==> config.mk <==
export PLATFORM = sky130hd
export DESIGN_NAME = audio_ring_dma
export DESIGN_NICKNAME = d
export VERILOG_FILES = /design/src/rtl/ardma_pkg.sv /design/src/rtl/ardma_regs.sv /design/src/rtl/ardma_engine.sv /design/src/rtl/audio_ring_dma.sv
export SDC_FILE = /design/constraint.sdc
export NUM_CORES = 1
export LEC_CHECK = 0
export ABC_AREA = 1
export BUFFER_PORTS_ARGS = -buffer_cell sky130_fd_sc_hd__buf_2
export CAP_MARGIN = 10
export CORE_MARGIN = 3
export CORE_UTILIZATION = 40
export CTS_BUF_LIST = sky130_fd_sc_hd__clkbuf_16
export CTS_CLUSTER_DIAMETER = 50
export CTS_CLUSTER_SIZE = 12
export DETAILED_ROUTE_END_ITERATION = 10
export GPL_TIMING_DRIVEN = 0
export PLACE_DENSITY = 0.63
export RECOVER_POWER = 25
export SLEW_MARGIN = 20
export SYNTH_ARGS = -nofsm -noshare
export SYNTH_HDL_FRONTEND = slang
export SYNTH_HIERARCHICAL = 1
export SYNTH_SLANG_ARGS = --single-unit
==> constraint.sdc <==
create_clock -name clk -period 2.6 [get_ports clk]
set_input_delay 0.26 -clock clk [delete_from_list [all_inputs] [get_ports clk]]
set_output_delay 0.26 -clock clk [all_outputs]
set_load 0.01 [all_outputs]
==> src/rtl/ardma_pkg.sv <==
package ardma_pkg;

  // word index of each register (byte address bits 4:2)
  localparam logic [2:0] IX_TX_BASE = 3'd0;
  localparam logic [2:0] IX_RX_BASE = 3'd1;
  localparam logic [2:0] IX_TX_CNT  = 3'd2;
  localparam logic [2:0] IX_RX_CNT  = 3'd3;
  localparam logic [2:0] IX_CTRL    = 3'd4;
  localparam logic [2:0] IX_TX_PROG = 3'd5;
  localparam logic [2:0] IX_RX_PROG = 3'd6;

  // per-direction field positions inside the control word
  localparam int DIR_STRIDE = 16;
  localparam int B_EN       = 0;
  localparam int B_STOP     = 1;
  localparam int B_RELOAD   = 2;
  localparam int B_MODE     = 8;

  localparam int MIN_BYTES  = 8;

  typedef enum logic [1:0] {
    ALN_NONE  = 2'd0,
    ALN_BYTE4 = 2'd1,
    ALN_WORD2 = 2'd2,
    ALN_RSVD  = 2'd3
  } align_e;

  typedef struct packed {
    logic   en;
    logic   reload;
    align_e mode;
  } dir_ctl_t;

  function automatic logic [31:0] align_word(input align_e m, input logic [31:0] w);
    case (m)
      ALN_BYTE4: align_word = {w[7:0], w[15:8], w[23:16], w[31:24]};
      ALN_WORD2: align_word = {w[15:0], w[31:16]};
      default:   align_word = w;
    endcase
  endfunction

endpackage

==> src/rtl/ardma_regs.sv <==
module ardma_regs
  import ardma_pkg::*;
#(
  parameter int AW = 32,
  parameter int CW = 26
) (
  input  logic           clk,
  input  logic           rst,
  input  logic           wr,
  input  logic           rd,
  input  logic [4:0]     addr,
  input  logic [31:0]    wdata,
  output logic [31:0]    rdata,
  input  logic [CW-1:0]  prog  [2],
  input  logic           done  [2],
  output dir_ctl_t       ctl   [2],
  output logic           stop  [2],
  output logic           clr   [2],
  output logic [AW-1:0]  base  [2],
  output logic [CW-1:0]  cnt   [2]
);

  logic        aligned;
  logic [2:0]  idx;
  logic        wr_ok;
  logic [31:0] ctrl_rd;

  assign aligned = (addr[1:0] == 2'b00);
  assign idx     = addr[4:2];
  assign wr_ok   = wr && aligned;

  for (genvar d = 0; d < 2; d++) begin : g_dir
    localparam logic [2:0] IX_B = 3'(d);
    localparam logic [2:0] IX_C = 3'(2 + d);
    localparam int         OFS  = d * DIR_STRIDE;

    logic ctl_wr;
    logic base_wr;
    logic cnt_wr;

    assign ctl_wr  = wr_ok && (idx == IX_CTRL);
    assign base_wr = wr_ok && (idx == IX_B) && !ctl[d].en;
    assign cnt_wr  = wr_ok && (idx == IX_C) && !ctl[d].en;

    assign stop[d] = ctl_wr && wdata[OFS + B_STOP];
    assign clr[d]  = cnt_wr;

    always_ff @(posedge clk) begin
      if (rst) begin
        base[d] <= '0;
        cnt[d]  <= '0;
        ctl[d]  <= '{en: 1'b0, reload: 1'b0, mode: ALN_NONE};
      end else begin
        if (base_wr) base[d] <= {wdata[AW-1:2], 2'b00};
        if (cnt_wr)  cnt[d]  <= {wdata[CW-1:2], 2'b00};
        if (ctl_wr) begin
          ctl[d].en     <= wdata[OFS + B_EN] & ~wdata[OFS + B_STOP];
          ctl[d].reload <= wdata[OFS + B_RELOAD];
          ctl[d].mode   <= align_e'(wdata[OFS + B_MODE +: 2]);
        end else if (done[d]) begin
          ctl[d].en <= 1'b0;
        end
      end
    end
  end

  always_comb begin
    ctrl_rd = '0;
    for (int d = 0; d < 2; d++) begin
      ctrl_rd[d*DIR_STRIDE + B_EN]        = ctl[d].en;
      ctrl_rd[d*DIR_STRIDE + B_RELOAD]    = ctl[d].reload;
      ctrl_rd[d*DIR_STRIDE + B_MODE +: 2] = ctl[d].mode;
    end
  end

  always_ff @(posedge clk) begin
    if (rst) begin
      rdata <= '0;
    end else if (rd) begin
      rdata <= '0;
      if (aligned) begin
        case (idx)
          IX_TX_BASE: rdata <= 32'(base[0]);
          IX_RX_BASE: rdata <= 32'(base[1]);
          IX_TX_CNT:  rdata <= 32'(cnt[0]);
          IX_RX_CNT:  rdata <= 32'(cnt[1]);
          IX_CTRL:    rdata <= ctrl_rd;
          IX_TX_PROG: rdata <= 32'(prog[0]);
          IX_RX_PROG: rdata <= 32'(prog[1]);
          default:    rdata <= '0;
        endcase
      end
    end
  end

endmodule

==> src/rtl/ardma_engine.sv <==
module ardma_engine
  import ardma_pkg::*;
#(
  parameter int AW    = 32,
  parameter int CW    = 26,
  parameter bit IS_RX = 1'b0
) (
  input  logic          clk,
  input  logic          rst,
  input  logic          en,
  input  logic          reload,
  input  align_e        mode,
  input  logic          stop,
  input  logic          clr,
  input  logic [AW-1:0] base,
  input  logic [CW-1:0] cnt,
  input  logic          side_ok,
  input  logic          gnt,
  input  logic [31:0]   din,
  output logic          req,
  output logic [AW-1:0] addr,
  output logic [31:0]   dout,
  output logic          dstrobe,
  output logic [CW-1:0] prog,
  output logic          half,
  output logic          full,
  output logic          done
);

  logic          run;
  logic          take;
  logic          last;
  logic [CW-1:0] nxt;
  logic [CW-1:0] half_thr;

  assign half_thr = {1'b0, cnt[CW-1:3], 2'b00};
  assign run      = en && (cnt >= CW'(MIN_BYTES));
  assign req      = run && side_ok;
  assign take     = req && gnt && !stop;
  assign nxt      = prog + CW'(4);
  assign last     = take && (nxt == cnt);
  assign done     = last && !reload;
  assign addr     = base + AW'(prog);

  always_ff @(posedge clk) begin
    if (rst) begin
      prog <= '0;
      half <= 1'b0;
      full <= 1'b0;
    end else begin
      half <= take && (nxt == half_thr);
      full <= last;
      if (stop || clr)  prog <= '0;
      else if (last)    prog <= '0;
      else if (take)    prog <= nxt;
    end
  end

  if (IS_RX) begin : g_rx
    assign dout    = align_word(mode, din);
    assign dstrobe = take;
  end else begin : g_tx
    always_ff @(posedge clk) begin
      if (rst) begin
        dout    <= '0;
        dstrobe <= 1'b0;
      end else begin
        dstrobe <= take;
        if (take) dout <= align_word(mode, din);
      end
    end
  end

endmodule

==> src/rtl/audio_ring_dma.sv <==
module audio_ring_dma
  import ardma_pkg::*;
#(
  parameter int AW = 32,
  parameter int CW = 26
) (
  input  logic          clk,
  input  logic          rst,
  input  logic          reg_wr,
  input  logic          reg_rd,
  input  logic [4:0]    reg_addr,
  input  logic [31:0]   reg_wdata,
  output logic [31:0]   reg_rdata,
  output logic          txm_req,
  output logic [AW-1:0] txm_addr,
  input  logic          txm_gnt,
  input  logic [31:0]   txm_rdata,
  output logic [31:0]   txs_data,
  output logic          txs_valid,
  input  logic          txs_full,
  input  logic [31:0]   rxs_data,
  input  logic          rxs_empty,
  output logic          rxs_pop,
  output logic          rxm_req,
  output logic [AW-1:0] rxm_addr,
  output logic [31:0]   rxm_wdata,
  input  logic          rxm_gnt,
  output logic [3:0]    evt
);

  dir_ctl_t      ctl     [2];
  logic          stop_a  [2];
  logic          clr_a   [2];
  logic [AW-1:0] base_a  [2];
  logic [CW-1:0] cnt_a   [2];
  logic [CW-1:0] prog_a  [2];
  logic          done_a  [2];
  logic          side_a  [2];
  logic          gnt_a   [2];
  logic [31:0]   din_a   [2];
  logic          req_a   [2];
  logic [AW-1:0] addr_a  [2];
  logic [31:0]   dout_a  [2];
  logic          stb_a   [2];
  logic          half_a  [2];
  logic          full_a  [2];

  logic          tx_en, rx_en;
  logic [CW-1:0] tx_prog, rx_prog, tx_cnt, rx_cnt;

  ardma_regs #(.AW(AW), .CW(CW)) u_regs (
    .clk   (clk),
    .rst   (rst),
    .wr    (reg_wr),
    .rd    (reg_rd),
    .addr  (reg_addr),
    .wdata (reg_wdata),
    .rdata (reg_rdata),
    .prog  (prog_a),
    .done  (done_a),
    .ctl   (ctl),
    .stop  (stop_a),
    .clr   (clr_a),
    .base  (base_a),
    .cnt   (cnt_a)
  );

  assign side_a[0] = !txs_full;
  assign side_a[1] = !rxs_empty;
  assign gnt_a[0]  = txm_gnt;
  assign gnt_a[1]  = rxm_gnt;
  assign din_a[0]  = txm_rdata;
  assign din_a[1]  = rxs_data;

  for (genvar d = 0; d < 2; d++) begin : g_eng
    ardma_engine #(.AW(AW), .CW(CW), .IS_RX(d == 1)) u_eng (
      .clk     (clk),
      .rst     (rst),
      .en      (ctl[d].en),
      .reload  (ctl[d].reload),
      .mode    (ctl[d].mode),
      .stop    (stop_a[d]),
      .clr     (clr_a[d]),
      .base    (base_a[d]),
      .cnt     (cnt_a[d]),
      .side_ok (side_a[d]),
      .gnt     (gnt_a[d]),
      .din     (din_a[d]),
      .req     (req_a[d]),
      .addr    (addr_a[d]),
      .dout    (dout_a[d]),
      .dstrobe (stb_a[d]),
      .prog    (prog_a[d]),
      .half    (half_a[d]),
      .full    (full_a[d]),
      .done    (done_a[d])
    );
  end

  assign txm_req   = req_a[0];
  assign txm_addr  = addr_a[0];
  assign txs_data  = dout_a[0];
  assign txs_valid = stb_a[0];
  assign rxm_req   = req_a[1];
  assign rxm_addr  = addr_a[1];
  assign rxm_wdata = dout_a[1];
  assign rxs_pop   = stb_a[1];
  assign evt       = {full_a[1], half_a[1], full_a[0], half_a[0]};

  assign tx_en   = ctl[0].en;
  assign rx_en   = ctl[1].en;
  assign tx_prog = prog_a[0];
  assign rx_prog = prog_a[1];
  assign tx_cnt  = cnt_a[0];
  assign rx_cnt  = cnt_a[1];

endmodule

Yosys cells after proc, flatten, opt, wreduce, memory -nomap -nowiden
Index checks and enable logic that the tools add are counted.
Storage, ports and cells
  flip-flop bits (word level): 237
  output and inout port bits: 168
  logic and storage cells: 93
  input bits: 109
Operators by class
  add/subtract/negate cells: 4
  reductions and logical operators: 42
  equality and inequality tests: 14
  order comparisons: 2
  bitwise logic cells: 4
  multiplexer cells: 8
Operators by type and width (number)
  32-bit one-hot mux with 7 select lines: 1
  32-bit one-hot mux with 2 select lines: 2
  32-bit by 26-bit adder with 32-bit output: 2
  26-bit by 3-bit adder with 26-bit output (second input constant): 2
  26-bit by 25-bit equality test with 1-bit output: 2
  26-bit equality test: 2
  26-bit by 4-bit greater-or-equal comparator with 1-bit output (second input constant): 2
  32-bit two-way mux: 1
  1-bit logical AND: 26
  3-bit equality test (second input constant): 3
  1-bit logical NOT: 8
  3-bit by 2-bit equality test with 1-bit output (second input constant): 2
  3-bit OR reduction: 2
  2-bit by 1-bit equality test with 1-bit output (second input constant): 2
  2-bit equality test (second input constant): 2
  1-bit two-way mux: 4
  2-bit nonzero test: 2
  3-bit by 1-bit equality test with 1-bit output (second input constant): 1
  3-bit logical NOT: 1
  1-bit bitwise AND: 2
  2-bit logical NOT: 1
  1-bit logical OR: 2
  1-bit inverter: 2

Longest topological paths before layout
Gate-level depths: netlist (run 1).
  depth in word-level cells: 10
  gate-level depth with buffers: 18
  mapped depth without buffers: 18

Hierarchy
Netlist (run 1), hierarchy kept.
Modules (own cells, without submodules)
  ardma_regs: cells an instance 1032, times used 1, area each 7059.3 um^2, sequential area each 2962.8 um^2
  ardma_engine at g_eng[0].u_eng: cells an instance 968, times used 1, area each 5763.0 um^2, sequential area each 1181.1 um^2
  ardma_engine at g_eng[1].u_eng: cells an instance 865, times used 1, area each 4777.1 um^2, sequential area each 520.5 um^2
  audio_ring_dma: cells an instance 2, times used 1, area each 7.5 um^2, sequential area each 0.0 um^2

Worst setup path before layout (run 1)
OpenSTA, ideal clock, no wires.
  path kind: register to output
  start: register g_eng[1].u_eng.prog[2]
  end: output rxm_addr[22]
  data required time: 2.340 ns
  setup slack: -0.043 ns
  cell stages (with the launch flop): 13
  data arrival time: 2.383 ns
  cell sequence: dfxtp_1 ha_1 inv_1 fa_1 o21ai_0 a21oi_1 o21ai_0 a21boi_0 o21ai_0 nand2_1 nand2_1 nand2_1 nand2_1
On the way
  word-level cells in the longest chain between the ends: 1
RTL lines
  start: declaration: RTL line ardma_engine.sv:24  | output logic [CW-1:0] prog,
  start signal: assignment: RTL line ardma_engine.sv:55  | else if (take) prog <= nxt;
  32-bit by 26-bit adder with 32-bit output: RTL line ardma_engine.sv:43  | assign addr = base + AW'(prog);
  end: declaration: RTL line audio_ring_dma.sv:25  | output logic [AW-1:0] rxm_addr,
Every way passes these cells.

Worst setup path after layout (run 1)
  start: register g_eng[0].u_eng.prog[2]
  end: output txm_addr[30]
On the way
  word-level cells in the longest chain between the ends: 1
RTL lines
  start: declaration: RTL line ardma_engine.sv:24
  start signal: assignment: RTL line ardma_engine.sv:55
  32-bit by 26-bit adder with 32-bit output: RTL line ardma_engine.sv:43
  end: declaration: RTL line audio_ring_dma.sv:15  | output logic [AW-1:0] txm_addr,
Every way passes these cells.

==> metrics.md, run 1 <==
| Metric | Value |
|---|---|
| Setup TNS | -10.44 ns |
| EDFF count, synth | 0 |
| WL met3 | 5560 um |
| Cell family with most CP delay | compound AO/OA/AOI/OAI gates |
| Crit. End Element | output pin |
| Final setup vio count | 44 |
| FMAX | 331 MHz |
| CTS Sinks | 233 |
| # fillers | 4,260 |
| Sequential-to-total area share from yosys stat | 26.5% |
| Clock Latency Late Sink | 0.57 ns |
| Fin. Hold Viols | 0 |
| Setup Skew | 0.0358 ns |
| Row count | 76 |
| WP data arrival | 2.76 ns |
| Top FF cell, synth | dfxtp_1 |
| Vias in the first global route | 21,000 |
| Mux contribution to synthesized area | 0.0569% |
| Synth async-reset ratio | 0% |
| Register area | 0.00483 mm2 |
| Input/output buffers | 269 |
| Final Max Slew Viols | 12 |
| Post-route ant nets | 0 |
| Final setup margin | -0.419 ns |
| Max Used Layer | met4 |
| Critical path's slowest cell | fa_2 |
| WL/cell | 22.0 um |
| DRC | 0 |
| DPL Wire Length | 66,300 um |
| Worst path max stage delay | 0.37 ns |
| Critical Path RT | 2.34 ns |
| Footprint of the multi-input gates | 0.0126 mm2 |
| Max Cap Viol | 1 |
| Boundary Pins | 277 |
| Avg Inst Size Synth | 6.14 um2 |
| Cell Pwr Density | 403 mW/mm2 |
| Area share of the largest cell type after synthesis | 26.5% |
| Synth Area in Compound Gates | 16.4% |
| Worst slew pin tran | 1.54 ns |
| RSZ-0062 raised after global routing | yes |
| Grt ovf | 0 |
| Post-Synth Simple-Gate Area | 37.7% |
| Area growth from synthesis to layout | 35.8% |
| Total die area | 0.0466 mm2 |
| Total Routed Length | 86,500 um |
| TritonCTS clock tree | done |
| Slew HR | -2.56% |
| DIE WIDTH | 216 um |
| Register bit count reported by yosys | 233 |
| Length of routed wiring on met1 | 34,400 um |
| Initial antenna violation count | 1 |
| Core Region | 0.0433 mm2 |
| Routed via count | 21,900 |
| Crit-path cells | ha_4 > inv_2 > fa_2 > o21ai_4 > a21oi_4 > o21ai_4 > buf_6 > nand3_4 > nand3_4 > nand2_1 > xor2_1 > buf_2 |
| Violated checks | capacitance limit, slew limit, setup timing |
| Largest net degree at the start of global routing | 13 |
| Hold Crit Class | input port to flop |
| RD Place Congestion | 1.02 |
| Root buf cell | clkbuf_16 |
| H-tree depth | 2 |
| CP startpoint kind | flop |
| Synth area leaders | dfxtp_1 26%, nand2_1 18%, inv_1 6.1%, nor2_1 5.4%, a21oi_1 5.3% |
| Iter 0 DRT Violations | 1,952 |
| Yosys warns | 6 |
| Worst-path maximum fanout | 3 |
| Mapped Cells | 2,867 |
| First-pass GRT wire length | 125,000 um |
| Bufs on Longest Clock Path | 3 |
| Worst hold slack | 0.0218 ns |
| Crit path kind | flop to output pin |
| Bufs and invs on worst path | 3 |
| Maximum vdd drop | 0.000460 V |
| DR WL met2 | 40,900 um |
| Overall Global Routing Usage | 35.1% |
| Cts bufs inserted | 39 |
| XOR/XNOR share of the synthesized area | 4.40% |
| Final cycle utilization of the critical path | 116% |
| Synth unique cells | 50 |
| Initial Utilization | 40.7% |
| Post-synthesis adder-cell area fraction | 4.06% |
| Drt pass-1 iters | 6 |
| Static Leak | 10.5 nW |
| Yosys top cell by area | dfxtp_1 |
| Die H | 216 um |
| Worst-path clk slew | 0.05 ns |
| Status | complete, but fails checks |
| Largest family of logic cells by synthesized area | simple AND/OR/NAND/NOR gates |
| Share of layout cells above drive strength 1 | 24.6% |
| DR vias/cell | 5.58 |
| Layout Nets | 3,482 |
| Syn Std Cell Area | 0.0176 mm2 |
| Minimum clock period after layout | 3.02 ns |
[cell usage in the layout (no fill, tap or decap), types with 12 or more instances in the layout]
| cell | synthesis | final |
|---|---|---|
| buf_4 | 25 | 94 |
| nand2_1 | 857 | 825 |
| xor2_1 | 58 | 46 |
| conb_1 | 3 | 12 |
| clkbuf_16 | 0 | 41 |
| buf_6 | 4 | 29 |
| nor2_2 | 51 | 61 |
| dlygate4sd3_1 | 0 | 44 |
| dfxtp_1 | 233 | 151 |
| nor2_1 | 251 | 229 |
| xnor2_1 | 26 | 13 |
| a31oi_1 | 37 | 37 |
| buf_2 | 36 | 227 |
| nand3_1 | 152 | 143 |
| inv_1 | 285 | 278 |
| o21ai_4 | 0 | 13 |
| clkbuf_2 | 0 | 12 |
| a211oi_1 | 20 | 20 |
| nor2_4 | 5 | 17 |
| dfxtp_2 | 0 | 57 |
| nand4_1 | 141 | 141 |
| clkbuf_1 | 79 | 136 |
| o22ai_1 | 73 | 73 |
| ha_4 | 0 | 42 |
| dfxtp_4 | 0 | 25 |
| a21oi_1 | 186 | 160 |
| o21ai_0 | 155 | 128 |
| inv_2 | 7 | 16 |
| a21o_1 | 19 | 19 |
| nand2_2 | 20 | 48 |
| a21oi_2 | 0 | 18 |
[metal layers]
layer,up-vias,GRT usage [%]
li1,10400,-
met1,10300,42.2
met2,1022,60.5
met3,253,4.45
met4,0,19.9
met5,-,0
[power breakdown]
group	leakage (nW)	total, W	switching (W)	internal, W
clock network	0.646	0.00518	0.00214	0.00305
registers	1.93	0.00359	0.0000280	0.00356
logic	7.91	0.000853	0.000569	0.000284
total	10.5	0.00963	0.00273	0.00689
[what timing repair did]
item                       4_1_cts  5_1_grt
setup endpoints to repair      170      155
resized for setup              285      181
setup buffers                   45       42
hold buffers                    44        0
gates cloned                     0        2
pin swaps                       55       77
hold endpoints to repair        64        0
[worst paths after layout]
kind	depth (start not counted)	end	startpoint	slack [ns]
worst max-delay path	12	txm_addr[30]	g_eng[0].u_eng/prog[2]	-0.42
worst min-delay path	3	u_regs/cnt[14]	reg_wdata[14]	0.02
worst max register to register	16	u_regs/ctl[3]	g_eng[1].u_eng/prog[4]	-0.03
worst min register to register	2	u_regs/rdata[24]	u_regs/rdata[24]	0.47
[per-stage QoR]
| stage | setup WS, ns | utilization [%] | instances | area (um2) | power, W |
|---|---|---|---|---|---|
| after global placement | -1.74 | 45.6 | 3730 | 19700 | 0.00442 |
| after floorplan | 0.0252 | - | 2876 | 17600 | 0.00406 |
| final | -0.419 | 55.3 | 3933 | 23900 | 0.00963 |
| after detailed placement | -1.78 | 45.6 | 3731 | 19700 | 0.00443 |
| after global routing | -0.487 | 55.3 | 3932 | 23900 | 0.00990 |
| after CTS | -0.463 | 53.1 | 3891 | 23000 | 0.00965 |
[area by class of cell]
cell class	instances	share of cell area, %
flip-flops and latches	233	20.2
multi-input cells	2191	52.7
repair buffers	400	10.4
inverters	297	4.72
clock buffers	39	4.08
well taps	585	3.06
diodes	1	0.0105
clock inverters	32	1.33
plain buffers	155	3.49
[registers in the layout (all words and copies together) (netlist names)]
register             flops
u_regs/base             60
u_regs/cnt              48
g_eng.u_eng/full         2
g_eng.u_eng/half         2
g_eng.u_eng/dout        32
u_regs/rdata            32
u_regs/ctl               8
g_eng.u_eng/dstrobe      1
g_eng.u_eng/prog        48
[Yosys cell counts, types with 7 or more instances]
| master | number |
|---|---|
| a21o_1 | 19 |
| a31oi_1 | 37 |
| a21oi_1 | 186 |
| nor2_2 | 51 |
| buf_4 | 25 |
| buf_1 | 8 |
| nor2_1 | 251 |
| buf_2 | 36 |
| inv_2 | 7 |
| nand2_2 | 20 |
| nand3b_1 | 10 |
| o21ai_0 | 155 |
| dfxtp_1 | 233 |
| ha_1 | 54 |
| nand4_1 | 141 |
| a211oi_1 | 20 |
| nor3_1 | 12 |
| inv_1 | 285 |
| clkbuf_1 | 79 |
| nand3_1 | 152 |
| xnor2_1 | 26 |
| nand2_1 | 857 |
| o22ai_1 | 73 |
| xor2_1 | 58 |
[tightest hold or removal path, cell delays in order]
cell and delay [ns]:
buf_2 0.16, nand2_1 0.08, a21oi_1 0.05
[cells by family (layout without fill, tap and decap cells)]
family,Yosys count,in the layout
AND/OR/NAND/NOR,1520,1520
buffers and inverters,452,923
flip-flops,233,233
AO/OA/AOI/OAI,516,516
multiplexers,1,1
XOR/XNOR,86,86
adder cells (fa/ha/maj),56,56
other,3,13
No activity file was read; power rests on OpenSTA's default activity.
==> run 2: changes to the inputs <==
Settings changed: RECOVER_POWER 25 to unset, SLEW_MARGIN 20 to unset.
==> run 2 against run 1 <==
Effect of this change: via count rose by 0.43%; critical path depth did not move; sequential cell count did not move; sequential power barely moved; the run ends with setup timing left; global-route usage barely moved; non-clock buffer count rose by 2; fmax rose by 0.15%; largest power group unchanged.
==> metrics.md, run 2 (synthesis gave the netlist of run 1 again) <==
| Metric | Value |
|---|---|
| Input/output buffers | 269 (unchanged) |
| NetSw | 0.00273 W (-0.22%) |
| Minimum clock period after layout | 3.01 ns (-0.00458 ns) |
| Hold EP | u_regs/cnt[14] |
| DR vias/cell | 5.60 (+0.38%) |
| DRC | 0 (unchanged) |
| Maximum vdd drop | 0.000464 V (+0.90%) |
| Max reg flops | 60 (unchanged) |
| Reg power frac | 37.3% (about the same) |
| Violated checks | setup timing |
| Length of routed wiring on met1 | 33,700 um (-1.9%) |
| Share of layout cells above drive strength 1 | 26.8% (+2.2 points) |
| Initial antenna violation count | 1 (unchanged) |
| Clk pwr share | 53.8% (about the same) |
| Max Cap Viol | 0 (-1) |
| Final design utilization | 55.5% (+0.26 points) |
| RSZ-0062 raised after global routing | yes |
| WL/cell | 21.9 um (-0.33%) |
| DPL Wire Length | 66,300 um (unchanged) |
| Commonest non-fill, non-tap cell in the layout | nand2_1 |
| Total Routed Length | 86,200 um (-0.28%) |
| Cell Pwr Density | 400 mW/mm2 (-0.53%) |
| Critical Path RT | 2.34 ns (about the same) |
| Reg2reg setup slack | -0.04 ns (about the same) |
| Worst R2R Path Depth | 16 (unchanged) |
| CTS Sinks | 233 (unchanged) |
| Logic pwr share | 8.9% (about the same) |
| Reg2Reg Launch Point | g_eng[1].u_eng/prog[4] |
| Bufs on Longest Clock Path | 3 (unchanged) |
| Layout Cells excl Fill | 3,935 (+0.051%) |
| H-tree depth | 2 (unchanged) |
| Internal power | 0.00689 W (about the same) |
| Fin. Hold Viols | 0 (unchanged) |
| Crit. End Element | output pin |
| Setup Skew | 0.0356 ns (-0.000285 ns) |
| Core Region | 0.0433 mm2 (unchanged) |
| CP startpoint kind | flop |
| TritonCTS clock tree | done |
| Initial Utilization | 40.7% (unchanged) |
| Iter 0 DRT Violations | 1,954 (+0.10%) |
| DIE WIDTH | 216 um (unchanged) |
| Placed Cells | 3,731 (unchanged) |
| Area growth from synthesis to layout | 36.5% |
| Worst-path clk slew | 0.06 ns (about the same) |
| Die H | 216 um (unchanged) |
| Final setup vio count | 43 (-2.3%) |
| Hold Crit Class | input port to flop |
| Switch share | 28.3% (-0.046 points) |
| First-pass GRT wire length | 125,000 um (about the same) |
| Static Leak | 10.8 nW (+3.0%) |
| DR WL met2 | 40,800 um (-0.34%) |
| Drt pass-1 iters | 6 (unchanged) |
| Crit path kind | flop to output pin |
| Final Max Slew Viols | 0 (-12) |
| Status | complete, but fails checks |
| Slew HR | 44.8% (+47 points) |
| Post-route ant nets | 0 (unchanged) |
| Root buf cell | clkbuf_16 |
| Routed via count | 22,000 (+0.43%) |
| Final setup margin | -0.415 ns (+0.00458 ns) |
| Most frequent cells in the layout | 825 x nand2_1, 297 x buf_2, 278 x inv_1 |
| Grt ovf | 0 (unchanged) |
| RD Place Congestion | 1.02 (unchanged) |
| Max Used Layer | met4 |
| FMAX | 332 MHz (+0.15%) |
| Row count | 76 (unchanged) |
| Worst slew pin tran | 0.821 ns (-0.717 ns) |
| Layout Nets | 3,484 (+0.057%) |
| Largest Register | u_regs/base |
| Hold path start | reg_wdata[14] |
| Cts bufs inserted | 39 (unchanged) |
| Worst-path maximum fanout | 3 (unchanged) |
| Clock Latency Late Sink | 0.57 ns (about the same) |
| Boundary Pins | 277 (unchanged) |
| Final cycle utilization of the critical path | 116% (-0.18 points) |
| Overall Global Routing Usage | 35.1% (about the same) |
| Largest net degree at the start of global routing | 13 (unchanged) |
| Worst r2r dst | u_regs/ctl[3] |
| Vias in the first global route | 21,000 (+0.052%) |
| WL met3 | 6190 um (+11%) |
| Total die area | 0.0466 mm2 (unchanged) |
| Hold Path Depth | 3 (unchanged) |
| WP data arrival | 2.75 ns (about the same) |
| Largest regs | u_regs/base (60), g_eng.u_eng/prog (48), u_regs/cnt (48) |
-- run 2: cell types whose count changed in the layout (fill, tap and decap cells not counted), sizes merged --
cell / previous run / this run
buf: 360 / 432
clkbuf: 190 / 120
-- run 2: how the worst max path moves through the flow --
stage	from	end	slack, ns	depth (start not counted)
floorplan	g_eng[1].u_eng/prog[2]	rxm_addr[24]	0.03	12
finish	g_eng[0].u_eng/prog[2]	txm_addr[30]	-0.41	12
detailed placement	reg_addr[1]	g_eng[0].u_eng/prog[10]	-1.78	14
global placement	reg_addr[1]	g_eng[0].u_eng/prog[8]	-1.74	14
global route	u_regs/base[2]	rxm_addr[22]	-0.50	13
CTS	u_regs/base[34]	txm_addr[28]	-0.46	12
-- run 2: final cells by class --
cell class | instances | area (um2)
Fill cell | 4223 | 19200
Multi-Input combinational cell | 2191 | 12600
Sequential cell | 233 | 4830
Timing Repair Buffer | 402 | 2600
Inverter | 297 | 1130
Clock buffer | 39 | 976
Buffer | 155 | 835
Tap cell | 585 | 732
Clock inverter | 32 | 318
Antenna cell | 1 | 2.50
-- run 2: per-layer routing --
metal | track usage (%) | vias to the layer above
met3 | 4.60 | 251
met2 | 60.4 | 1083
li1 | - | 10400
met5 | 0 | -
met4 | 19.9 | 0
met1 | 42.2 | 10300
-- run 2: worst max-delay path: stages, from the launching register on --
cell	delay (ns)
dfxtp_4	0.36
ha_4	0.14
inv_2	0.04
fa_2	0.37
o21ai_4	0.21
a21oi_4	0.12
o21ai_4	0.22
buf_6	0.14
nand3_4	0.06
nand3_4	0.14
nand2_1	0.09
xor2_1	0.16
buf_2	0.15
-- run 2: power groups by stage --
stage	clock network, W	registers (W)	logic [W]
finish	0.00518	0.00359	0.000852
floorplan	0	0.00368	0.000388
CTS	0.00525	0.00360	0.000805
detailed placement	0	0.00369	0.000737
global placement	0	0.00369	0.000734
global route	0.00541	0.00359	0.000900
-- run 2: through the flow --
step                instance area [um2]  power (W)  TNS (ns)  hold slack [ns]  worst slack, ns
floorplan                         17600    0.00406         0            0.332           0.0252
global placement                  19700    0.00442   -130.73            0.457            -1.74
detailed placement                19700    0.00443   -132.69            0.456            -1.78
CTS                               22900    0.00965    -10.88         0.000628           -0.463
global route                      24000    0.00990    -14.54           0.0231           -0.499
finish                            24000    0.00962    -10.22           0.0181           -0.415
-- run 2: timing repair --
item                       CTS  global route
pin swaps                   55            79
hold endpoints to repair    64             0
buffers inserted            45            44
gates cloned                 0             2
resized for setup          284           185
hold buffers                44             0
setup endpoints to repair  170           154
